File: src/rtl/tss_pkg.sv
package tss_pkg;

  localparam int OP_W = 8;

  // target instruction codes used by the injector
  localparam logic [OP_W-1:0] OP_NOP    = 8'h00;
  localparam logic [OP_W-1:0] OP_LDI_Y  = 8'h10;
  localparam logic [OP_W-1:0] OP_LDI_AC = 8'h11;
  localparam logic [OP_W-1:0] OP_AC_Y   = 8'h12;
  localparam logic [OP_W-1:0] OP_IN_Y   = 8'h13;
  localparam logic [OP_W-1:0] OP_ZP_Y   = 8'h14;
  localparam logic [OP_W-1:0] OP_ST_ZP  = 8'h20;
  localparam logic [OP_W-1:0] OP_ST_X   = 8'h21;
  localparam logic [OP_W-1:0] OP_JMP_Y  = 8'h30;

  typedef enum logic [3:0] {
    S_IDLE,
    S_RD_Y,
    S_RD_AC,
    S_RD_IN,
    S_RD_ZP,
    S_CLR_AC,
    S_CLR_ZP,
    S_MARK,
    S_SCAN,
    S_WB_ZP,
    S_TAIL
  } seq_state_e;

  // index of the final injection slot in each phase
  function automatic logic [2:0] last_step(seq_state_e s);
    case (s)
      S_RD_Y:   return 3'd1;
      S_RD_AC:  return 3'd2;
      S_RD_IN:  return 3'd2;
      S_RD_ZP:  return 3'd2;
      S_SCAN:   return 3'd2;
      S_MARK:   return 3'd1;
      S_WB_ZP:  return 3'd1;
      S_TAIL:   return 3'd4;
      default:  return 3'd0;
    endcase
  endfunction

endpackage

File: src/rtl/tss_pulse_gen.sv
module tss_pulse_gen #(
  parameter int HALF_CYC = 1
) (
  input  logic clk,
  input  logic rst_n,
  input  logic run,
  output logic tgt_clk,
  output logic slot_end
);

  localparam int CW = (HALF_CYC > 1) ? $clog2(HALF_CYC) : 1;
  localparam logic [CW-1:0] CMAX = CW'(HALF_CYC - 1);

  logic          ph_q, ph_d;
  logic [CW-1:0] cnt_q, cnt_d;
  logic          wrap;

  assign wrap = (cnt_q == CMAX);

  always_comb begin
    ph_d  = ph_q;
    cnt_d = cnt_q;
    if (!run) begin
      ph_d  = 1'b0;
      cnt_d = '0;
    end else if (wrap) begin
      ph_d  = ~ph_q;
      cnt_d = '0;
    end else begin
      cnt_d = cnt_q + CW'(1);
    end
  end

  always_ff @(posedge clk or negedge rst_n) begin
    if (!rst_n) begin
      ph_q  <= 1'b0;
      cnt_q <= '0;
    end else begin
      ph_q  <= ph_d;
      cnt_q <= cnt_d;
    end
  end

  assign tgt_clk  = ph_q;
  assign slot_end = run & ph_q & wrap;


  hi_phase_hold_chk: assert property (@(posedge clk) disable iff (!rst_n)
    (tgt_clk && !slot_end) |=> tgt_clk);


  slot_close_chk: assert property (@(posedge clk) disable iff (!rst_n)
    slot_end |=> !tgt_clk);


  idle_quiet_chk: assert property (@(posedge clk) disable iff (!rst_n)
    !run |=> !tgt_clk);

endmodule

File: src/rtl/tss_zp_store.sv
module tss_zp_store #(
  parameter int DATA_W = 8
) (
  input  logic              clk,
  input  logic              we,
  input  logic [DATA_W-1:0] idx,
  input  logic [DATA_W-1:0] wdata,
  output logic [DATA_W-1:0] rdata
);

  localparam int DEPTH = 1 << DATA_W;

  logic [DATA_W-1:0] mem [DEPTH];

  always_ff @(posedge clk) begin
    if (we) begin
      mem[idx] <= wdata;
    end
  end

  assign rdata = mem[idx];

endmodule

File: src/rtl/tss_inject_sel.sv
module tss_inject_sel
  import tss_pkg::*;
#(
  parameter int DATA_W = 8
) (
  input  seq_state_e          st,
  input  logic [2:0]          step,
  input  logic [DATA_W-1:0]   idx,
  input  logic [DATA_W-1:0]   zp_byte,
  input  logic [DATA_W-1:0]   sv_ac,
  input  logic [DATA_W-1:0]   sv_y,
  input  logic [2*DATA_W-1:0] pc_m1,
  output logic [OP_W-1:0]     op,
  output logic [DATA_W-1:0]   arg
);

  always_comb begin
    op  = OP_NOP;
    arg = '0;
    case (st)
      S_RD_Y: begin
        if (step == 3'd0) op = OP_JMP_Y;
      end
      S_RD_AC, S_RD_IN, S_RD_ZP, S_SCAN: begin
        case (step)
          3'd0: begin
            if (st == S_RD_AC)      op = OP_AC_Y;
            else if (st == S_RD_IN) op = OP_IN_Y;
            else begin
              op  = OP_ZP_Y;
              arg = idx;
            end
          end
          3'd1:    op = OP_JMP_Y;
          default: op = OP_NOP;
        endcase
      end
      S_CLR_AC: begin
        op = OP_LDI_AC;
      end
      S_CLR_ZP: begin
        op  = OP_ST_ZP;
        arg = idx;
      end
      S_MARK: begin
        if (step == 3'd0) begin
          op  = OP_LDI_AC;
          arg = DATA_W'(1);
        end else begin
          op = OP_ST_X;
        end
      end
      S_WB_ZP: begin
        if (step == 3'd0) begin
          op  = OP_LDI_AC;
          arg = zp_byte;
        end else begin
          op  = OP_ST_ZP;
          arg = idx;
        end
      end
      S_TAIL: begin
        case (step)
          3'd0: begin op = OP_LDI_AC; arg = sv_ac; end
          3'd1: begin op = OP_LDI_Y;  arg = pc_m1[2*DATA_W-1 -: DATA_W]; end
          3'd2: begin op = OP_JMP_Y;  arg = pc_m1[DATA_W-1:0]; end
          3'd3: begin op = OP_LDI_Y;  arg = sv_y; end
          default: op = OP_NOP;
        endcase
      end
      default: begin
        op  = OP_NOP;
        arg = '0;
      end
    endcase
  end

endmodule

File: src/rtl/tgt_state_seq.sv
module tgt_state_seq
  import tss_pkg::*;
#(
  parameter int DATA_W   = 8,
  parameter int HALF_CYC = 1
) (
  input  logic                clk,
  input  logic                rst_n,
  input  logic                cap_req,
  input  logic                rest_req,
  input  logic [2*DATA_W-1:0] tgt_addr,
  output logic                tgt_clk,
  output logic                inj_en,
  output logic [OP_W-1:0]     inj_op,
  output logic [DATA_W-1:0]   inj_arg,
  output logic                busy,
  output logic                done,
  output logic [2*DATA_W-1:0] cap_pc,
  output logic [DATA_W-1:0]   cap_y,
  output logic [DATA_W-1:0]   cap_ac,
  output logic [DATA_W-1:0]   cap_in,
  output logic [DATA_W-1:0]   cap_x
);

  localparam int AW = 2 * DATA_W;

  // reset: asserted at once, released on the clock
  logic [1:0] rs_q;
  logic       rst_n_s;

  always_ff @(posedge clk or negedge rst_n) begin
    if (!rst_n) rs_q <= 2'b00;
    else        rs_q <= {rs_q[0], 1'b1};
  end
  assign rst_n_s = rs_q[1];

  seq_state_e        st_q, st_d;
  logic [2:0]        step_q, step_d;
  logic [DATA_W-1:0] idx_q, idx_d;
  logic              done_q, done_d;

  logic pc_en, y_en, ac_en, in_en, x_en, zp_we;
  logic slot_end, last, idx_max, scan_hit, run;
  logic [DATA_W-1:0] addr_hi, zp_byte;
  logic [AW-1:0]     pc_m1;

  assign addr_hi  = tgt_addr[AW-1 -: DATA_W];
  assign run      = (st_q != S_IDLE);
  assign last     = (step_q == last_step(st_q));
  assign idx_max  = (idx_q == {DATA_W{1'b1}});
  assign scan_hit = (addr_hi == DATA_W'(1));
  assign pc_m1    = cap_pc - AW'(1);

  always_comb begin
    st_d   = st_q;
    step_d = step_q;
    idx_d  = idx_q;
    done_d = 1'b0;
    pc_en  = 1'b0;
    y_en   = 1'b0;
    ac_en  = 1'b0;
    in_en  = 1'b0;
    x_en   = 1'b0;
    zp_we  = 1'b0;
    if (st_q == S_IDLE) begin
      if (cap_req) begin
        st_d   = S_RD_Y;
        step_d = 3'd0;
        idx_d  = '0;
        pc_en  = 1'b1;
      end else if (rest_req) begin
        st_d   = S_WB_ZP;
        step_d = 3'd0;
        idx_d  = '0;
      end
    end else if (slot_end) begin
      if (!last) begin
        step_d = step_q + 3'd1;
      end else begin
        step_d = 3'd0;
        case (st_q)
          S_RD_Y:  begin y_en  = 1'b1; st_d = S_RD_AC; end
          S_RD_AC: begin ac_en = 1'b1; st_d = S_RD_IN; end
          S_RD_IN: begin in_en = 1'b1; st_d = S_RD_ZP; end
          S_RD_ZP: begin
            zp_we = 1'b1;
            if (idx_max) begin st_d = S_CLR_AC; idx_d = '0; end
            else         idx_d = idx_q + DATA_W'(1);
          end
          S_CLR_AC: st_d = S_CLR_ZP;
          S_CLR_ZP: begin
            if (idx_max) begin st_d = S_MARK; idx_d = '0; end
            else         idx_d = idx_q + DATA_W'(1);
          end
          S_MARK: st_d = S_SCAN;
          S_SCAN: begin
            if (scan_hit || idx_max) begin
              x_en   = 1'b1;
              st_d   = S_IDLE;
              done_d = 1'b1;
            end else begin
              idx_d = idx_q + DATA_W'(1);
            end
          end
          S_WB_ZP: begin
            if (idx_max) begin st_d = S_TAIL; idx_d = '0; end
            else         idx_d = idx_q + DATA_W'(1);
          end
          S_TAIL: begin
            st_d   = S_IDLE;
            done_d = 1'b1;
          end
          default: st_d = S_IDLE;
        endcase
      end
    end
  end

  always_ff @(posedge clk or negedge rst_n_s) begin
    if (!rst_n_s) begin
      st_q   <= S_IDLE;
      step_q <= 3'd0;
      idx_q  <= '0;
      done_q <= 1'b0;
    end else begin
      st_q   <= st_d;
      step_q <= step_d;
      idx_q  <= idx_d;
      done_q <= done_d;
    end
  end

  always_ff @(posedge clk or negedge rst_n_s) begin
    if (!rst_n_s) begin
      cap_pc <= '0;
      cap_y  <= '0;
      cap_ac <= '0;
      cap_in <= '0;
      cap_x  <= '0;
    end else begin
      if (pc_en) cap_pc <= tgt_addr;
      if (y_en)  cap_y  <= addr_hi;
      if (ac_en) cap_ac <= addr_hi;
      if (in_en) cap_in <= addr_hi;
      if (x_en)  cap_x  <= idx_q;
    end
  end

  tss_pulse_gen #(.HALF_CYC(HALF_CYC)) u_pulse (
    .clk      (clk),
    .rst_n    (rst_n_s),
    .run      (run),
    .tgt_clk  (tgt_clk),
    .slot_end (slot_end)
  );

  tss_zp_store #(.DATA_W(DATA_W)) u_zp (
    .clk   (clk),
    .we    (zp_we),
    .idx   (idx_q),
    .wdata (addr_hi),
    .rdata (zp_byte)
  );

  tss_inject_sel #(.DATA_W(DATA_W)) u_sel (
    .st      (st_q),
    .step    (step_q),
    .idx     (idx_q),
    .zp_byte (zp_byte),
    .sv_ac   (cap_ac),
    .sv_y    (cap_y),
    .pc_m1   (pc_m1),
    .op      (inj_op),
    .arg     (inj_arg)
  );

  assign inj_en = run;
  assign busy   = run;
  assign done   = done_q;


  inj_hold_chk: assert property (@(posedge clk) disable iff (!rst_n_s)
    (busy && !slot_end) |=> (busy && $stable({inj_op, inj_arg})));


  done_single_chk: assert property (@(posedge clk) disable iff (!rst_n_s)
    done |=> !done);


  done_idle_chk: assert property (@(posedge clk) disable iff (!rst_n_s)
    done |-> !busy);


  pc_frozen_chk: assert property (@(posedge clk) disable iff (!rst_n_s)
    busy |=> $stable(cap_pc));

endmodule

File: config.mk
export PLATFORM = sky130hd
export DESIGN_NAME = tgt_state_seq
export DESIGN_NICKNAME = d
export VERILOG_FILES = /design/src/rtl/tss_pkg.sv /design/src/rtl/tss_pulse_gen.sv /design/src/rtl/tss_zp_store.sv /design/src/rtl/tss_inject_sel.sv /design/src/rtl/tgt_state_seq.sv
export SDC_FILE = /design/constraint.sdc
export NUM_CORES = 2
export LEC_CHECK = 0
export BUFFER_PORTS_ARGS = -buffer_cell sky130_fd_sc_hd__buf_2
export CAP_MARGIN = 20
export CORE_ASPECT_RATIO = 0.9
export CORE_UTILIZATION = 40
export CTS_BUF_LIST = sky130_fd_sc_hd__clkbuf_16
export CTS_CLUSTER_SIZE = 12
export DETAILED_ROUTE_END_ITERATION = 7
export PLACE_DENSITY = 0.66
export SETUP_SLACK_MARGIN = 0.4
export SLEW_MARGIN = 10
export SYNTH_ARGS = -nofsm -noshare
export SYNTH_HDL_FRONTEND = slang
export SYNTH_SLANG_ARGS = --single-unit
export TNS_END_PERCENT = 50
File: constraint.sdc
create_clock -name clk -period 7.6 [get_ports clk]
set_clock_uncertainty 0.2 [all_clocks]
set_input_delay 1.52 -clock clk [delete_from_list [all_inputs] [get_ports clk]]
set_output_delay 1.52 -clock clk [all_outputs]
set_load 0.02 [all_outputs]
After elaboration in Yosys (flattened, before gate mapping)
Memory sizes are Yosys's and may differ from the RTL's.
Index checks and enable logic that the tools add are counted.
{"block": "op_classes", "add_sub_neg": 4, "eq_ne": 23, "mux": 71, "bitwise": 4, "reduce_logical": 13}
{"operator": "8-bit 2-to-1 mux", "count": 12}
{"operator": "8-bit one-hot mux with 7 select lines", "count": 1}
{"operator": "8-bit one-hot mux with 5 select lines", "count": 1}
{"operator": "4-bit 2-to-1 mux", "count": 9}
{"operator": "4-bit one-hot mux with 9 select lines", "count": 1}
{"operator": "1-bit 2-to-1 mux", "count": 33}
{"operator": "8-bit one-hot mux with 2 select lines", "count": 2}
{"operator": "8-bit one-hot mux with 4 select lines", "count": 1}
{"operator": "3-bit 2-to-1 mux", "count": 6}
{"operator": "6-bit 2-to-1 mux", "count": 3}
{"operator": "3-bit inequality test, second input constant", "count": 6}
{"operator": "6-bit one-hot mux with 3 select lines", "count": 1}
{"operator": "4-bit by 3-bit equality test with 1-bit output, second input constant", "count": 4}
{"operator": "16-bit by 1-bit subtractor with 16-bit output, second input constant", "count": 1}
{"operator": "4-bit equality test, second input constant", "count": 3}
{"operator": "8-bit by 1-bit adder with 8-bit output, second input constant", "count": 1}
{"operator": "4-bit by 2-bit equality test with 1-bit output, second input constant", "count": 2}
{"operator": "8-bit by 1-bit equality test with 1-bit output, second input constant", "count": 1}
{"operator": "8-bit equality test, second input constant", "count": 1}
{"operator": "7-bit AND reduction", "count": 1}
{"operator": "3-bit by 2-bit equality test with 1-bit output, second input constant", "count": 2}
{"operator": "5-bit AND reduction", "count": 1}
{"operator": "4-bit by 1-bit equality test with 1-bit output, second input constant", "count": 1}
{"operator": "4-bit zero test", "count": 1}
{"operator": "17 further kinds", "count": 20}
{"block": "totals", "regBits": 68, "ramBits": 2048, "mem_bits_ro": 48, "inputBits": 20, "out_inout_bits": 68, "wordCells": 129, "memories": 2}
{"name": "u_zp.mem", "depth": 256, "width": 8, "read_ports": 1, "rd_clocked_by_memory_dff": 0, "wr": 1, "line_no": "tss_zp_store.sv:13", "rtl": "logic [DATA_W-1:0] mem [DEPTH];"}
{"name": "(name not given)", "depth": 16, "width": 3, "read_ports": 1, "rd_clocked_by_memory_dff": 0, "wr": 0, "line_no": "tss_pkg.sv:32", "rtl": "case (s)"}

Logic depth before layout (Yosys ltp)
{"block": "logic_depth", "word_depth": 7, "mapped_depth": 13, "ltp_nobuf": 9}

Modules after synthesis
Synthesis repeated with hierarchy kept, for this count alone.
{"block": "hier_totals", "cells_unflattened": 3912, "hier_area_um2": 82347.7}
{"module": "tss_zp_store", "n_inst": 1, "cells_per_inst": 3539, "area_each_um2": 78332.6, "seq_area_each_um2": 61499.0}
{"module": "tgt_state_seq", "n_inst": 1, "cells_per_inst": 289, "area_each_um2": 3283.1, "seq_area_each_um2": 1651.6}
{"module": "tss_inject_sel", "n_inst": 1, "cells_per_inst": 81, "area_each_um2": 690.7, "seq_area_each_um2": 0.0}
{"module": "tss_pulse_gen", "n_inst": 1, "cells_per_inst": 3, "area_each_um2": 41.3, "seq_area_each_um2": 25.0}

Worst setup path before layout
No wires, ideal clock.
{"block": "synth_path", "path_type": "register -> output", "startpoint": "register cap_pc[0]", "endpoint": "output port inj_arg[0]", "t_arrival_ns": 2.787, "required_time_ns": 5.880, "setup_slack_ns": 3.093, "stages_incl_launch_ff": 10, "n_path_buf": 0, "path_cell_list": "dfrtp_1 inv_1 ha_1 or4b_1 or3_1 nor2_1 xnor2_1 o21ai_0 a221o_1 or4b_1"}
{"block": "synth_between", "elab_chain_cells": 3}
{"element": "from (decl)", "line_no": "tgt_state_seq.sv:18", "rtl": "output logic [2*DATA_W-1:0] cap_pc,"}
{"element": "from (signal assigned)", "line_no": "tgt_state_seq.sv:141", "rtl": "if (pc_en) cap_pc <= tgt_addr;"}
{"element": "16-bit by 1-bit subtractor with 16-bit output", "line_no": "tgt_state_seq.sv:52", "rtl": "assign pc_m1 = cap_pc - AW'(1);"}
{"element": "8-bit one-hot mux with 4 select lines", "line_no": "tss_inject_sel.sv:63", "rtl": "case (step)"}
{"element": "8-bit one-hot mux with 5 select lines", "line_no": "tss_inject_sel.sv:20", "rtl": "case (st)"}
{"element": "to (decl)", "line_no": "tgt_state_seq.sv:15", "rtl": "output logic [DATA_W-1:0] inj_arg,"}
Every way passes these cells.

Worst setup path in the final report
{"block": "layout_path", "startpoint": "register idx_q[2]", "endpoint": "output port inj_arg[1]"}
{"block": "layout_between", "elab_chain_cells": 3}
{"element": "from (decl)", "line_no": "tgt_state_seq.sv:39", "rtl": "logic [DATA_W-1:0] idx_q, idx_d;"}
{"element": "from (signal assigned)", "line_no": "tgt_state_seq.sv:128", "rtl": "idx_q <= idx_d;"}
{"element": "memory 256 x 8 bit"}
{"element": "8-bit 2-to-1 mux", "line_no": "tss_inject_sel.sv:54", "rtl": "if (step == 3'd0) begin"}
{"element": "8-bit one-hot mux with 5 select lines", "line_no": "tss_inject_sel.sv:20"}
Every way passes these cells.

==> run summary <==
Final ANT Viol Nets = 0
CP endpoint kind = output pin
Hold Crit Start = rs_q[0]
Synth area leader = edfxtp_1
chip height = 435.0 um
f_max = 140.2 MHz
Max stage delay cell, worst path = dfrtp_4
crit-path cells = buf_12, nor2b_2, and2_1, a22o_1, a221oi_1, nand4_1, o31ai_1, nand4_1, buf_2
initial antenna violation count = 5
Synth Warn # = 0
Reg clk slew, reported paths = 0.06 ns
storage element area = 63190 um^2
Cell Area, Synth = 83340 um^2
reg-to-reg endpoint = u_zp.mem[76][7]
Die X = 483.1 um
most frequent cells in the layout = edfxtp_1 (2048), mux4_2 (380), nor2_1 (310), mux2i_1 (284), clkbuf_16 (208)
fillcell total = 17150
share of the synthesized area in the top cell type = 0.7379
Arrival @ worst endpoint = 5.41 ns
Final Core Density = 0.4497
synthesized area per cell = 19.40 um^2
met1 usage = 0.2980
WL per Instance = 30.61 um
Pleak = 29.65 nW
Hold Path Depth = 0
vias per cell = 6.077
FF-to-FF Start = idx_q[0]
Critical Path RT = 5.88 ns
gr usage total = 0.2071
met3 Track Usage GR = 0.04930
Pwr Density = 310.9 nW/um^2
area delta synth->final = 11.47%
CTS Hold Buffers Added = 0
area of the multi-input gates = 18850 um^2
Period minus WS final = 7.133 ns
FF+latch count, synth = 2115
Initial Util = 0.4034
# rows = 158
PortBufs = 84
DRT Pass-1 Iters = 8
first-pass GRT wire length = 314600 um
Post-synth top flop = edfxtp_1
r2r setup slk = 2.44 ns
DRC Markers = 0
H-tree depth = 4
gr busiest metal = met2
Routed Wire Length = 222600 um
commonest non-fill, non-tap cell in the layout = edfxtp_1
Hold WC Path Type = flip-flop to flip-flop
Worst-Margin Slew = 1.243 ns
I/O pin count = 88
grt met2 use = 0.3139
largest net degree at the start of global routing = 208
Seq/Total Area, Yosys = 0.7580
CTS buffer count = 202
layout cells sized above 1 = 0.2036
clock sinks = 2115
CP startpoint kind = flip-flop
max-capacitance violation count = 0
post-route setup TNS = 0 ns
root buf cell = clkbuf_16
Final Hold Vio Count = 0
Async S/R FF share, synth = 0.03168
RSZ-0062 raised after global routing = no
final net count = 4492
worst r2r path cells = 5
max incr delay on CP = 0.92 ns
CTS tree = done
Worst VDD drop = 260.3 uV
Final Cycle Share = 0.9386
DP HPWL = 142400 um
slew margin rel. = 0.1713
Worst Path Max Fanout = 75
status = finished clean
Syn Inst Count = 4296
Die ar. = 210200 um^2
vias in the first global route = 42650
EDFF count, synth = 2048
Synth area leaders = edfxtp_1 (74%), mux4_2 (10%), mux2i_1 (3.4%)
vias = 44200
count of cell types in the netlist = 75
Clk Latency, worst-skew pair = 0.83 ns
worst setup path category = flip-flop to output pin
most used cell, CP = nand4_1
hold path endpoint = rs_q[1]
CTS max path bufs = 3
Setup-failing EPs final = 0
Final Wtd Congestion = 0.9066
GRT overflow = 0
Core Region = 206600 um^2
First DRT Iteration DRCs = 6824
final slew viol count = 0
-- how the worst max path moves through the flow --
stage                 end  depth (start not counted)       from  slack, ns
3_5_place_dp   inj_arg[3]                         10   idx_q[1]       1.18
3_3_place_gp   inj_arg[3]                          8   idx_q[0]       1.21
6_report       inj_arg[1]                          9   idx_q[2]       0.47
2_1_floorplan  inj_arg[0]                          9  cap_pc[0]       3.09
5_1_grt        inj_arg[3]                          9   idx_q[2]       0.42
4_1_cts        inj_arg[3]                          8   idx_q[0]       0.39
-- cells in the mapped netlist (24+ instances only) --
cell	instances
a21oi_1	41
mux2_2	58
o22ai_1	57
nand4_1	28
a221oi_1	35
nor3_1	24
mux2i_1	284
a22oi_1	99
edfxtp_1	2048
buf_4	44
clkbuf_1	95
buf_2	106
mux4_2	380
a31oi_1	26
nand2_1	135
dfrtp_1	67
nor2_1	315
nand3_1	103
o21ai_0	47
-- worst max-delay path: cells and delay by family, from the launching register on --
| kind | cells | cell delay, ns |
|---|---|---|
| AND/OR/NAND/NOR | 4 | 1.44 |
| flip-flops | 1 | 0.92 |
| AO/OA/AOI/OAI | 3 | 1.37 |
| buffers and inverters | 2 | 0.75 |
-- power by group --
group          internal (mW)  switching, mW  total [mW]  leakage [nW]
sequential              12.8          0.172        13.0          19.3
clock                   4.88           4.14        9.02          2.98
combinational           2.56           4.32        6.88          7.37
-- registers in the layout (all words and copies together) (netlist names) --
signal and count:
cap_in 8, idx_q 8, done 1, cap_pc 16, cap_ac 8, u_zp.mem 2048, rs_q 2, st_q 4
step_q 3, cap_x 8, u_pulse.tgt_clk 1, cap_y 8
-- final cells by class --
class,instances,share of cell area
antenna,1,0.00002694
clock buffer,208,0.05603
multi-input combinational,1905,0.2029
inverter,10,0.0004041
tap,2720,0.03663
sequential,2115,0.6802
timing repair buffer,228,0.01915
clock inverter,86,0.004660
-- logic make-up (layout without fill, tap and decap cells) --
group / count (synthesis) / count (layout) / synth area share
flip-flops: 2115 / 2115 / 0.7580
AO/OA/AOI/OAI: 430 / 430 / 0.03723
other: 2 / 5 / 0.00009011
buffers and inverters: 278 / 532 / 0.01674
AND/OR/NAND/NOR: 721 / 721 / 0.03979
XOR/XNOR: 17 / 17 / 0.001787
multiplexers: 723 / 723 / 0.1448
adder cells (fa/ha/maj): 10 / 10 / 0.001501
-- per-stage QoR --
| step | instances | area, um^2 | setup slack, ns | power (mW) | hold slack (ns) |
|---|---|---|---|---|---|
| after global routing | 7272 | 92900 | 0.4229 | 29.58 | 0.1657 |
| final | 7273 | 92900 | 0.4669 | 28.88 | 0.1505 |
| after CTS | 7270 | 92860 | 0.3898 | 28.81 | 0.1565 |
| after detailed placement | 6975 | 87200 | 1.185 | 19.92 | 0.1433 |
| after floorplan | 4298 | 83350 | 3.093 | 17.24 | 0.1312 |
| after global placement | 6974 | 87190 | 1.211 | 19.89 | 0.1354 |
-- metal layers --
layer / part of all wire / wire, um / vias to the layer above
met4: 0.028 / 6279 / 7
met3: 0.11 / 24090 / 364
met2: 0.46 / 101600 / 2645
met1: 0.41 / 90600 / 23280
li1: - / - / 17900
met5: 0.00024 / 53 / -
-- what timing repair did --
item,CTS,global route
gates cloned,0,0
gates resized for setup,0,1
endpoints found under the setup margin,2,1
setup buffers,1,1
(Power assumes the default switching activity.)
